[src/rtl/ccd_vseq_pkg.sv]
package ccd_vseq_pkg;
  typedef enum logic [1:0] {
    SEL_NONE = 2'b00,
    SEL_ODD  = 2'b01,
    SEL_EVEN = 2'b10,
    SEL_MIX  = 2'b11
  } rd_sel_e;
endpackage

[src/rtl/ccd_vline_cnt.sv]
module ccd_vline_cnt #(
  parameter int V_LINES = 453,
  localparam int LW = $clog2(V_LINES)
) (
  input  logic          clk_i,
  input  logic          rst_ni,
  input  logic          hd_i,
  output logic [LW-1:0] line_o,
  output logic          last_o,
  output logic          vd_o
);
  localparam logic [LW-1:0] LAST = LW'(V_LINES - 1);

  logic [LW-1:0] line_q;
  logic          vd_q;

  assign last_o = hd_i && (line_q == LAST);
  assign line_o = line_q;
  assign vd_o   = vd_q;

  always_ff @(posedge clk_i or negedge rst_ni) begin
    if (!rst_ni) begin
      line_q <= LAST;
      vd_q   <= 1'b0;
    end else begin
      vd_q <= last_o;
      if (hd_i) line_q <= last_o ? '0 : line_q + 1'b1;
    end
  end


  vd_line0_chk: assert property (@(posedge clk_i) disable iff (!rst_ni)
    vd_o |-> line_q == '0);
endmodule

[src/rtl/ccd_sweep.sv]
module ccd_sweep #(
  parameter int SWEEP_SLOW = 658,
  parameter int SWEEP_FAST = 668,
  localparam int SMAX = (SWEEP_FAST > SWEEP_SLOW) ? SWEEP_FAST : SWEEP_SLOW,
  localparam int SW   = $clog2(SMAX + 1)
) (
  input  logic clk_i,
  input  logic rst_ni,
  input  logic start_i,
  input  logic fast_i,
  output logic busy_o,
  output logic done_o
);
  logic [SW-1:0] cnt_q;
  logic          done_q;

  assign busy_o = (cnt_q != '0);
  assign done_o = done_q;

  always_ff @(posedge clk_i or negedge rst_ni) begin
    if (!rst_ni) begin
      cnt_q  <= '0;
      done_q <= 1'b0;
    end else begin
      done_q <= (cnt_q == SW'(1)) && !start_i;
      if (start_i)      cnt_q <= fast_i ? SW'(SWEEP_FAST) : SW'(SWEEP_SLOW);
      else if (busy_o)  cnt_q <= cnt_q - 1'b1;
    end
  end


  done_after_busy_chk: assert property (@(posedge clk_i) disable iff (!rst_ni)
    done_o |-> $past(busy_o) && !busy_o);
endmodule

[src/rtl/ccd_shutter.sv]
module ccd_shutter #(
  parameter int V_LINES = 453,
  localparam int LW = $clog2(V_LINES)
) (
  input  logic          clk_i,
  input  logic          rst_ni,
  input  logic          hd_i,
  input  logic [LW-1:0] line_i,
  input  logic          en_i,
  input  logic [LW-1:0] lines_i,
  output logic          pulse_o
);
  localparam logic [LW-1:0] MAXS = LW'(V_LINES - 1);
  localparam logic [LW:0]   VL   = (LW+1)'(V_LINES);

  logic [LW-1:0] eff;
  logic [LW:0]   target, nxt;
  logic          pulse_q;

  always_comb begin
    if (lines_i == '0)       eff = LW'(1);
    else if (lines_i > MAXS) eff = MAXS;
    else                     eff = lines_i;
  end

  assign target  = VL - {1'b0, eff};
  assign nxt     = {1'b0, line_i} + 1'b1;
  assign pulse_o = pulse_q;

  always_ff @(posedge clk_i or negedge rst_ni) begin
    if (!rst_ni) pulse_q <= 1'b0;
    else         pulse_q <= hd_i && en_i && (nxt == target);
  end


  ofd_not_readout_chk: assert property (@(posedge clk_i) disable iff (!rst_ni)
    pulse_o |-> line_i != '0);
endmodule

[src/rtl/ccd_vseq.sv]
module ccd_vseq
  import ccd_vseq_pkg::*;
#(
  parameter int V_LINES      = 453,
  parameter int ACTIVE_LINES = 884,
  parameter int OB_FRONT     = 7,
  parameter int SWEEP_SLOW   = 658,
  parameter int SWEEP_FAST   = 668,
  localparam int LW = $clog2(V_LINES)
) (
  input  logic          clk_i,
  input  logic          rst_ni,
  input  logic          hd_i,
  input  logic          frame_mode_i,
  input  logic          fast_profile_i,
  input  logic [LW-1:0] shutter_lines_i,
  output logic          vd_o,
  output logic [LW-1:0] line_o,
  output logic          read_req_o,
  output logic [1:0]    read_sel_o,
  output logic          sweep_o,
  output logic          ofd_pulse_o,
  output logic          valid_o
);
  localparam int            ROWS    = ACTIVE_LINES / 2;
  localparam logic [LW-1:0] D_FIRST = LW'(OB_FRONT);
  localparam logic [LW-1:0] D_LAST  = LW'(OB_FRONT + ROWS - 1);

  logic    last, sw_done, sw_start, nxt_phase;
  logic    mode_q, phase_q, started_q, field_ok_q, imm_q;
  rd_sel_e sel_q;

  ccd_vline_cnt #(.V_LINES(V_LINES)) u_line (
    .clk_i, .rst_ni, .hd_i, .line_o, .last_o(last), .vd_o);

  ccd_sweep #(.SWEEP_SLOW(SWEEP_SLOW), .SWEEP_FAST(SWEEP_FAST)) u_sweep (
    .clk_i, .rst_ni, .start_i(sw_start), .fast_i(fast_profile_i),
    .busy_o(sweep_o), .done_o(sw_done));

  ccd_shutter #(.V_LINES(V_LINES)) u_shut (
    .clk_i, .rst_ni, .hd_i, .line_i(line_o), .en_i(!mode_q),
    .lines_i(shutter_lines_i), .pulse_o(ofd_pulse_o));

  // phase 0 = odd rows (preceded by sweep), 1 = even rows
  assign nxt_phase = frame_mode_i && mode_q && !phase_q;
  assign sw_start  = last && frame_mode_i && !nxt_phase;

  always_ff @(posedge clk_i or negedge rst_ni) begin
    if (!rst_ni) begin
      mode_q     <= 1'b0;
      phase_q    <= 1'b0;
      started_q  <= 1'b0;
      field_ok_q <= 1'b0;
      imm_q      <= 1'b0;
      sel_q      <= SEL_NONE;
    end else begin
      imm_q <= last && !sw_start;
      if (last) begin
        mode_q     <= frame_mode_i;
        phase_q    <= nxt_phase;
        started_q  <= 1'b1;
        field_ok_q <= started_q && (frame_mode_i == mode_q);
        sel_q      <= !frame_mode_i ? SEL_MIX : (nxt_phase ? SEL_EVEN : SEL_ODD);
      end
    end
  end

  assign read_req_o = imm_q | sw_done;
  assign read_sel_o = sel_q;
  assign valid_o    = field_ok_q && !sweep_o && (line_o >= D_FIRST) && (line_o <= D_LAST);


  rd_at_vd_chk: assert property (@(posedge clk_i) disable iff (!rst_ni)
    (read_req_o && read_sel_o != SEL_ODD) |-> vd_o);

  rd_after_sweep_chk: assert property (@(posedge clk_i) disable iff (!rst_ni)
    (read_req_o && read_sel_o == SEL_ODD) |-> $past(sweep_o) && !sweep_o);

  sweep_at_vd_chk: assert property (@(posedge clk_i) disable iff (!rst_ni)
    $rose(sweep_o) |-> vd_o);

  ofd_mix_only_chk: assert property (@(posedge clk_i) disable iff (!rst_ni)
    ofd_pulse_o |-> read_sel_o == SEL_MIX);
endmodule

[config.mk]
export PLATFORM = sky130hd
export DESIGN_NAME = ccd_vseq
export DESIGN_NICKNAME = d
export VERILOG_FILES = /design/src/rtl/ccd_vseq_pkg.sv /design/src/rtl/ccd_vline_cnt.sv /design/src/rtl/ccd_sweep.sv /design/src/rtl/ccd_shutter.sv /design/src/rtl/ccd_vseq.sv
export SDC_FILE = /design/constraint.sdc
export NUM_CORES = 1
export LEC_CHECK = 0
export ABC_AREA = 1
export BUFFER_PORTS_ARGS = -buffer_cell sky130_fd_sc_hd__buf_4
export CAP_MARGIN = 20
export CORE_MARGIN = 4
export CORE_UTILIZATION = 30
export CTS_CLUSTER_SIZE = 28
export DETAILED_ROUTE_END_ITERATION = 8
export SETUP_SLACK_MARGIN = 0.05
export SLEW_MARGIN = 20
export SYNTH_ARGS = -nofsm -noshare
export SYNTH_HDL_FRONTEND = slang
export SYNTH_SLANG_ARGS = --single-unit
export TNS_END_PERCENT = 1
[constraint.sdc]
create_clock -name clk_i -period 1.8 [get_ports clk_i]
set_input_delay 0.09 -clock clk_i [delete_from_list [all_inputs] [get_ports clk_i]]
set_output_delay 0.09 -clock clk_i [all_outputs]
set_load 0.1 [all_outputs]
Word level (Yosys, flattened, before mapping):

Index checks and enable logic that the tools add are counted.
W data, S select, Z words.

* input port bits: 14
* output and inout port bits: 16
* register bits after elaboration: 29
* logic and storage cells: 52

* bitwise logic cells: 1
* multiplexer cells: 8
* equality and inequality tests: 4
* magnitude comparators: 3
* reduce and logical (&&, ||, !) cells: 21
* add/subtract/negate cells: 4

Operators with widths (number)
* $mux W9: 3
* $mux W10: 2
* $logic_and A1 B1 Y1: 13
* $add A9 B1 Y10 const B: 1
* $eq A10 B1 Y1 const B: 1
* $eq A10 B10 Y1: 1
* $reduce_bool A10 Y1: 1
* $sub A10 B1 Y10 const B: 1
* $sub A9 B9 Y10 const A: 1
* $add A9 B1 Y9 const B: 1
* $eq A9 B9 Y1 const B: 1
* $ge A9 B3 Y1 const B: 1
* $gt A9 B9 Y1 const B: 1
* $le A9 B9 Y1 const B: 1
* $logic_not A9 Y1: 1
* $logic_not A1 Y1: 5
* $mux W2: 2
* $mux W4: 1
* $reduce_bool A2 Y1: 1
* $eq A1 B1 Y1: 1
* $or A1 B1 Y1: 1

Depth between registers and ports, before layout:

Gate-level depths: netlist of the first run.

* depth after elaboration: 6
* mapped depth: 17
* mapped depth without buffers: 17

Modules after synthesis:

From an unflattened synthesis of the first run, not the netlist that was laid out.

* cells, all modules: 342
* area total of the unflattened synthesis: 2383.5 µm²

By module, submodules not included
* ccd_sweep: seq. area each 275.3 µm², area an instance 767.0 µm², instances 1, cells an instance 98
* ccd_shutter: seq. area each 25.0 µm², area an instance 698.2 µm², instances 1, cells an instance 135
* ccd_vline_cnt: seq. area each 255.2 µm², area an instance 560.5 µm², instances 1, cells an instance 64
* ccd_vseq: seq. area each 175.2 µm², area an instance 357.8 µm², instances 1, cells an instance 45

Least setup slack after synthesis of the first run:

Ideal clock, no wire load.

* path type: reg-to-output
* start: register u_sweep.cnt_q[0]
* end: output port valid_o
* cell stages (with the launch flop): 9
* required time: 1.710 ns
* arrival: 3.564 ns
* path buffers: 0
* setup slack: -1.854 ns
* cell sequence: dfrtp_1 inv_1 ha_1 nand2_1 nor2_1 nand2_1 nor2_2 inv_1 a2111oi_2

* cells in the longest elaborated chain, start to end: 5

RTL lines
* start, declared: RTL line ccd_sweep.sv:14 `logic [SW-1:0] cnt_q;`
* start signal, assigned: RTL line ccd_sweep.sv:26 `if (start_i) cnt_q <= fast_i ? SW'(SWEEP_FAST) : SW'(SWEEP_SLOW);`
* start signal, assigned: RTL line ccd_sweep.sv:27 `else if (busy_o) cnt_q <= cnt_q - 1'b1;`
* $reduce_bool A10 Y1: RTL line ccd_sweep.sv:17 `assign busy_o = (cnt_q != '0);`
* net sweep_o: RTL line ccd_vseq.sv:21 `output logic sweep_o,`
* $logic_not A1 Y1: RTL line ccd_vseq.sv:70 `assign valid_o = field_ok_q && !sweep_o && (line_o >= D_FIRST) && (line_o <= D_LAST);`
* $logic_and A1 B1 Y1 (3 in series): RTL line ccd_vseq.sv:70
* end, declared: RTL line ccd_vseq.sv:23 `output logic valid_o`

The timed path passes the listed nets, and every way through them passes these cells.

Final worst setup path of the first run:

* start: register u_line.line_q[0] (netlist: u_line.line_o[0])
* end: output port valid_o

* cells in the longest elaborated chain, start to end: 3
* elaborated cells on any way between the ends: 4
* those cells by class: order compare (2); reduce/logical (2)

RTL lines
* start, declared: RTL line ccd_vline_cnt.sv:14 `logic [LW-1:0] line_q;`
* start signal, assigned: RTL line ccd_vline_cnt.sv:27 `if (hd_i) line_q <= last_o ? '0 : line_q + 1'b1;`
* $ge A9 B3 Y1: RTL line ccd_vseq.sv:70
* $logic_and A1 B1 Y1: RTL line ccd_vseq.sv:70
* $logic_and A1 B1 Y1 *: RTL line ccd_vseq.sv:70

Every way passes the cells marked *; elsewhere a longest branch is shown, timed or not.

==> results of run 1 <==
routing by layer:
metal	up-vias	part of all wire, %	global-route usage (%)
met1	846	45	15.7
met3	11	4.4	2.86
met4	0	2.4	5.41
met5	-	0	0
met2	41	48	22.1
li1	982	-	-
cells by family after synthesis:
logic type               count (synthesis)  share of synthesized area (%)
adder cells (fa/ha/maj)                  6                           3.81
buffers and inverters                   46                           9.40
AND/OR/NAND/NOR                        157                           37.5
XOR/XNOR                                 6                           2.67
flip-flops                              29                           37.1
AO/OA/AOI/OAI                           30                           9.53
worst reg2reg max path, cell delays in order (launching register included):
cell,delay (ps)
dfstp_2,580
nand2_1,110
nor2_1,150
nand3_1,130
nor2_1,150
xor2_1,230
inv_1,80
nor2_1,110
nor2_1,50
nand3_1,60
nor2_1,40
sequential cells by signal (all words and copies together), names as in the netlist:
signal,flops
u_sweep.done_o,1
mode_q,1
u_line.line_o,9
u_sweep.cnt_q,10
field_ok_q,1
u_shut.pulse_o,1
u_line.vd_o,1
phase_q,1
started_q,1
read_sel_o,2
imm_q,1
power by group:
group          internal (mW)  total (mW)  leakage [nW]  switching (mW)
clock network          0.345       0.585        0.0542           0.240
registers              0.835        1.01         0.349           0.174
logic                  0.485        1.52         0.944            1.04
total                   1.66        3.12          1.35            1.45
through the flow:
step           setup WS (ps)  hold WS (ps)  cells  setup TNS (ps)
6_report               -93.7          35.1    406            -105
5_1_grt                 -193          27.7    406            -392
2_1_floorplan          -1100          -206    274           -9990
3_5_place_dp           -74.5          36.9    393            -121
4_1_cts                 -153          13.7    406            -153
3_3_place_gp           -70.1          35.9    393           -70.1
worst max path at each step:
| stage | from | to | cells after the start |
|---|---|---|---|
| CTS | u_sweep.cnt_q[1]$_DFFE_PN0P_ | valid_o | 9 |
| floorplan | u_sweep.cnt_q[0]$_DFFE_PN0P_ | valid_o | 8 |
| global placement | u_sweep.cnt_q[0]$_DFFE_PN0P_ | valid_o | 9 |
| global route | u_line.line_o[1]$_DFFE_PN0P_ | u_shut.pulse_o$_DFF_PN0_ | 13 |
| detailed placement | u_sweep.cnt_q[0]$_DFFE_PN0P_ | valid_o | 9 |
| finish | u_line.line_o[0]$_DFFE_PN0P_ | valid_o | 5 |
cell usage after synthesis (2+ instances only):
cell	n	area, um2
nand2_1	69	259
inv_1	40	150
nor2_1	33	124
dfrtp_1	25	626
nand3_1	21	105
o21ai_0	12	60.1
ha_1	6	75.1
a21oi_1	5	25.0
nand3b_1	5	37.5
nand4_1	5	31.3
nor3_1	5	25.0
o22ai_1	5	31.3
dfstp_2	4	105
nand2_2	4	25.0
nand2_4	4	45.0
or2_2	4	25.0
xor2_1	4	35.0
nand3_2	2	20.0
nor2_2	2	12.5
nor2_4	2	22.5
xnor2_1	2	17.5
layout make-up:
type / count / area share (%)
multi-input combinational: 199 / 43.2
tap: 77 / 3.67
clock inverter: 1 / 0.191
sequential: 29 / 27.8
timing repair buffer: 50 / 15.2
clock buffer: 7 / 3.67
inverter: 43 / 6.24
cell usage in the layout, fill, tap and decap left out, types with 2 or more instances in the layout:
master	netlist	final
nand2_1	69	65
buf_4	0	46
inv_1	40	36
nor2_1	33	27
dfrtp_1	25	25
nand3_1	21	21
o21ai_0	12	12
nand2_2	4	8
clkbuf_8	0	7
inv_2	1	6
nor2_2	2	6
nand3b_1	5	5
nand4_1	5	5
a21oi_1	5	5
o22ai_1	5	5
nor2_4	2	4
nand2_4	4	4
or2_2	4	4
xor2_1	4	4
nor3_1	5	4
ha_1	6	4
dfstp_2	4	4
xnor2_1	2	2
buf_6	1	2
timing repair:
action | 4_1_cts | 5_1_grt
endpoints found under the hold margin | 25 | 0
buffers inserted | 4 | 0
setup endpoints to repair | 3 | 15
resized for setup | 14 | 14
hold buffers | 1 | 0
pin swaps | 7 | 3
==> impl_metrics.py, run 1 <==
metrics = {
    "outcome": {
        "status": "complete, but fails checks",
        "violations": "setup timing",
    },
    "global_route": {
        "antenna_found_initial": 0,
        "grtUsageTotal_pct": 12.9,
        "grt_pass1_wl_um": 8000,
        "overflow": 0,
        "grt_pass1_vias": 1840,
        "grt_max_degree": 30,
    },
    "sta": {
        "finalSetupViolCount": 2,
        "final.period_utilization_pct": 105,
        "period_needed_ps": 1890,
        "worst_pin_slew_ps": 417,
        "fmax_mhz": 528,
        "max_slew_margin_pct": 72.0,
        "hold_viol_final": 0,
        "finClkSkew_ps": 2.52,
        "finalMaxSlewViolations": 0,
        "fin_ws_ps": -93.7,
        "rsz0062_at_grt": "yes",
    },
    "clock_network": {
        "clockBufferDepth": 2,
        "cts_tree": "built",
        "cts_buffers": 5,
        "h-tree-depth": 2,
        "cts_root_buffer": "clkbuf_8",
        "clkSlewWorstSetupHoldPaths_ps": 60,
        "clock_latency_ps": 270,
        "cts_sinks": 29,
    },
    "setup_path": {
        "crit_family": "flip-flops",
        "endpoint_kind": "output port",
        "r2r-start": "u_line.line_o[2]$_DFFE_PN1P_",
        "rrSetupSlack_ps": -10,
        "crit_path_max_incr_delay_ps": 410,
        "cp_num_buf_inv": 2,
        "r2r-end": "u_shut.pulse_o$_DFF_PN0_",
        "cp.required_ps": 1710,
        "worstPathMaxFanout": 4,
        "ff2ff_path_depth": 10,
        "crit_type": "reg -> out",
        "startpoint_type": "flip-flop",
        "arrival_ps": 1800,
        "crit_chain": "inv_1 -> ha_2 -> nand4_1 -> a2111oi_4 -> buf_6",
        "cp_slowest_cell": "dfrtp_1",
    },
    "finish": {
        "area_delta_synth_final_pct": 33.3,
        "multiInputGateArea_um2": 1130,
        "seq_area_um2": 731,
        "fin_util_pct": 41.3,
        "nets": 348,
        "antenna_cells": 0,
        "drive_gt1_share_pct": 31.0,
        "final_area_um2": 2630,
        "nFillCells": 650,
    },
    "run": {
        "drv_cap": 0,
    },
    "worst_hold_path": {
        "holdPathStages": 2,
        "hp-class": "in -> reg",
        "hold_path_end": "read_sel_o[0]$_DFFE_PN0P_",
        "hp-start": "frame_mode_i",
    },
    "synthesis": {
        "synth_cells": 274,
        "synth-edff-count": 0,
        "synthesis.area_um2": 1970,
        "ys.flop_type": "dfrtp_1",
        "synth_nets": 294,
        "ys_seq_area_share_pct": 37.1,
        "ys_ff_latch": 29,
        "ys_warn_count": 0,
        "ys_types": 36,
        "avgSynthCellArea_um2": 7.19,
        "async_reset_ff_share_pct": 100,
    },
    "detailed_routing": {
        "vias": 1880,
        "drcViolationCount": 0,
        "routed_wl_um": 4760,
        "drt_iter0_drc": 81,
        "firstDrtPassIters": 4,
        "routedWlPerCell_um": 11.7,
        "vias_per_cell": 4.63,
        "antenna_left": 0,
    },
    "pwr": {
        "irDropWorstVdd_mv": 0.626,
        "power_mw": 3.12,
        "powerDensity_nw_per_um2": 1190,
        "leakagePower_nw": 1.35,
    },
    "floorplan": {
        "initial_core_util_pct": 31.0,
        "dieArea_um2": 7920,
        "fp.dieW_um": 89.0,
        "coreArea_um2": 6350,
        "num_rows": 29,
        "io_pins": 30,
        "die_h_um": 89.0,
    },
    "placed_design": {
        "place_hpwl_um": 3700,
        "gp_congestion": 0.834,
        "place_area_um2": 2390,
        "portBuffers": 29,
    },
}
Power figures use the tool's default switching activity.
==> inputs of run 2 (changes only) <==
- RECOVER_POWER: not set -> 50
==> impl_metrics.py, run 2 (synthesis results as in run 1) <==
metrics = {
    "run": {
        "drv_cap": 0,
    },
    "pwr": {
        "p_clk_share_pct": 18.8,
        "power_mw": 3.11,
        "pwr-share-seq_pct": 32.4,
        "pwr-share-comb_pct": 48.8,
        "p_int_mw": 1.66,
        "powerDensity_nw_per_um2": 1190,
        "leakagePower_nw": 1.34,
        "power_switching_mw": 1.45,
        "irDropWorstVdd_mv": 0.626,
        "swShare_pct": 46.7,
    },
    "sta": {
        "tns_ps": -105,
        "period_needed_ps": 1890,
        "hold_viol_final": 0,
        "finalSetupViolCount": 2,
        "rsz0062_at_grt": "yes",
        "holdWs_ps": 35.1,
        "fin_ws_ps": -93.0,
        "max_slew_margin_pct": 52.5,
        "fmax_mhz": 528,
        "finClkSkew_ps": 2.55,
        "finalMaxSlewViolations": 0,
        "final.period_utilization_pct": 105,
        "worst_pin_slew_ps": 713,
    },
    "floorplan": {
        "coreArea_um2": 6350,
        "initial_core_util_pct": 31.0,
        "io_pins": 30,
        "fp.dieW_um": 89.0,
        "die_h_um": 89.0,
        "dieArea_um2": 7920,
        "num_rows": 29,
    },
    "finish": {
        "nets": 348,
        "stdcell_count": 406,
        "area_delta_synth_final_pct": 32.5,
        "largest_reg_flops": 10,
        "layout_commonest_cell": "nand2_1",
        "drive_gt1_share_pct": 31.0,
        "layout_common_cells": "65 x nand2_1, 40 x buf_4, 36 x inv_1",
        "antenna_cells": 0,
        "fin_util_pct": 41.1,
        "final_area_um2": 2610,
        "largest_register": "u_sweep.cnt_q",
    },
    "global_route": {
        "grtUsageTotal_pct": 12.9,
        "grt_pass1_vias": 1840,
        "grt_max_degree": 30,
        "antenna_found_initial": 0,
        "grt_pass1_wl_um": 8000,
        "overflow": 0,
    },
    "placed_design": {
        "place_area_um2": 2390,
        "gp_congestion": 0.834,
        "portBuffers": 29,
        "place_hpwl_um": 3700,
        "dp.cells": 393,
        "place_ws_ps": -74.5,
    },
    "detailed_routing": {
        "firstDrtPassIters": 4,
        "drcViolationCount": 0,
        "vias": 1878,
        "antenna_left": 0,
        "drt_iter0_drc": 82,
        "routedWlPerCell_um": 11.7,
        "vias_per_cell": 4.63,
        "routed_wl_um": 4750,
    },
    "setup_path": {
        "arrival_ps": 1800,
        "crit_chain": "inv_1 -> ha_2 -> nand4_1 -> a2111oi_4 -> buf_6",
        "crit_path_max_incr_delay_ps": 410,
        "cp_num_buf_inv": 2,
        "crit_type": "reg -> out",
        "startpoint_type": "flip-flop",
        "cp.required_ps": 1710,
        "worstPathMaxFanout": 4,
        "endpoint_kind": "output port",
        "r2r-start": "u_line.line_o[2]$_DFFE_PN1P_",
        "cp_slowest_cell": "dfrtp_1",
        "ff2ff_path_depth": 10,
        "crit_family": "flip-flops",
        "rrSetupSlack_ps": -10,
        "r2r-end": "u_shut.pulse_o$_DFF_PN0_",
    },
    "outcome": {
        "violations": "setup timing",
        "status": "complete, but fails checks",
    },
    "clock_network": {
        "cts_buffers": 5,
        "cts_root_buffer": "clkbuf_8",
        "cts_tree": "built",
        "cts_sinks": 29,
        "clock_latency_ps": 270,
        "h-tree-depth": 2,
        "clkSlewWorstSetupHoldPaths_ps": 60,
        "clockBufferDepth": 2,
    },
    "worst_hold_path": {
        "holdPathStages": 2,
        "hp-start": "frame_mode_i",
        "hold_path_end": "read_sel_o[0]$_DFFE_PN0P_",
        "hp-class": "in -> reg",
    },
}
-- run 2: changes by cell type in the layout (fill, tap and decap cells not counted) --
cell | before | now
clkbuf_2 | 0 | 6
buf_4 | 46 | 40
-- run 2: power groups by stage --
stage / clock (mW) / sequential, mW / combinational, mW
2_1_floorplan: 0 / 1.44 / 0.600
3_3_place_gp: 0 / 0.997 / 1.42
3_5_place_dp: 0 / 0.999 / 1.43
4_1_cts: 0.614 / 0.998 / 1.51
5_1_grt: 0.647 / 1.04 / 1.67
6_report: 0.585 / 1.01 / 1.52
-- run 2: final cells by class --
cell class / instances / area [um2]
Sequential cell: 29 / 731
Tap cell: 77 / 96.3
Multi-Input combinational cell: 199 / 1130
Inverter: 43 / 164
Fill cell: 649 / 3740
Clock buffer: 7 / 96.3
Clock inverter: 1 / 5.00
Timing Repair Buffer: 50 / 383
-- run 2: per-layer routing --
metal | up-vias | GRT usage, % | wire length, um
met2 | 41 | 22.1 | 2290
met5 | - | 0 | 0
met4 | 0 | 5.41 | 115
li1 | 982 | - | -
met3 | 11 | 2.86 | 209
met1 | 844 | 15.7 | 2140
-- run 2: worst max path at each step --
stage                            startpoint                       end  depth (start not counted)
2_1_floorplan  u_sweep.cnt_q[0]$_DFFE_PN0P_                   valid_o                          8
3_3_place_gp   u_sweep.cnt_q[0]$_DFFE_PN0P_                   valid_o                          9
3_5_place_dp   u_sweep.cnt_q[0]$_DFFE_PN0P_                   valid_o                          9
4_1_cts        u_sweep.cnt_q[1]$_DFFE_PN0P_                   valid_o                          9
5_1_grt        u_line.line_o[1]$_DFFE_PN0P_  u_shut.pulse_o$_DFF_PN0_                         13
6_report       u_line.line_o[0]$_DFFE_PN0P_                   valid_o                          5
-- run 2: what timing repair did --
action,in CTS,in global routing
hold endpoints to repair,25,0
pin swaps,7,3
hold buffers,1,0
setup endpoints to repair,3,15
setup buffers,4,0
gates resized for setup,14,14
-- run 2: worst reg2reg max path, cell delays in order (launching register included) --
cell     delay (ps)
dfstp_2         580
nand2_1         110
nor2_1          150
nand3_1         130
nor2_1          150
xor2_1          230
inv_1            80
nor2_1          110
nor2_1           50
nand3_1          60
nor2_1           40
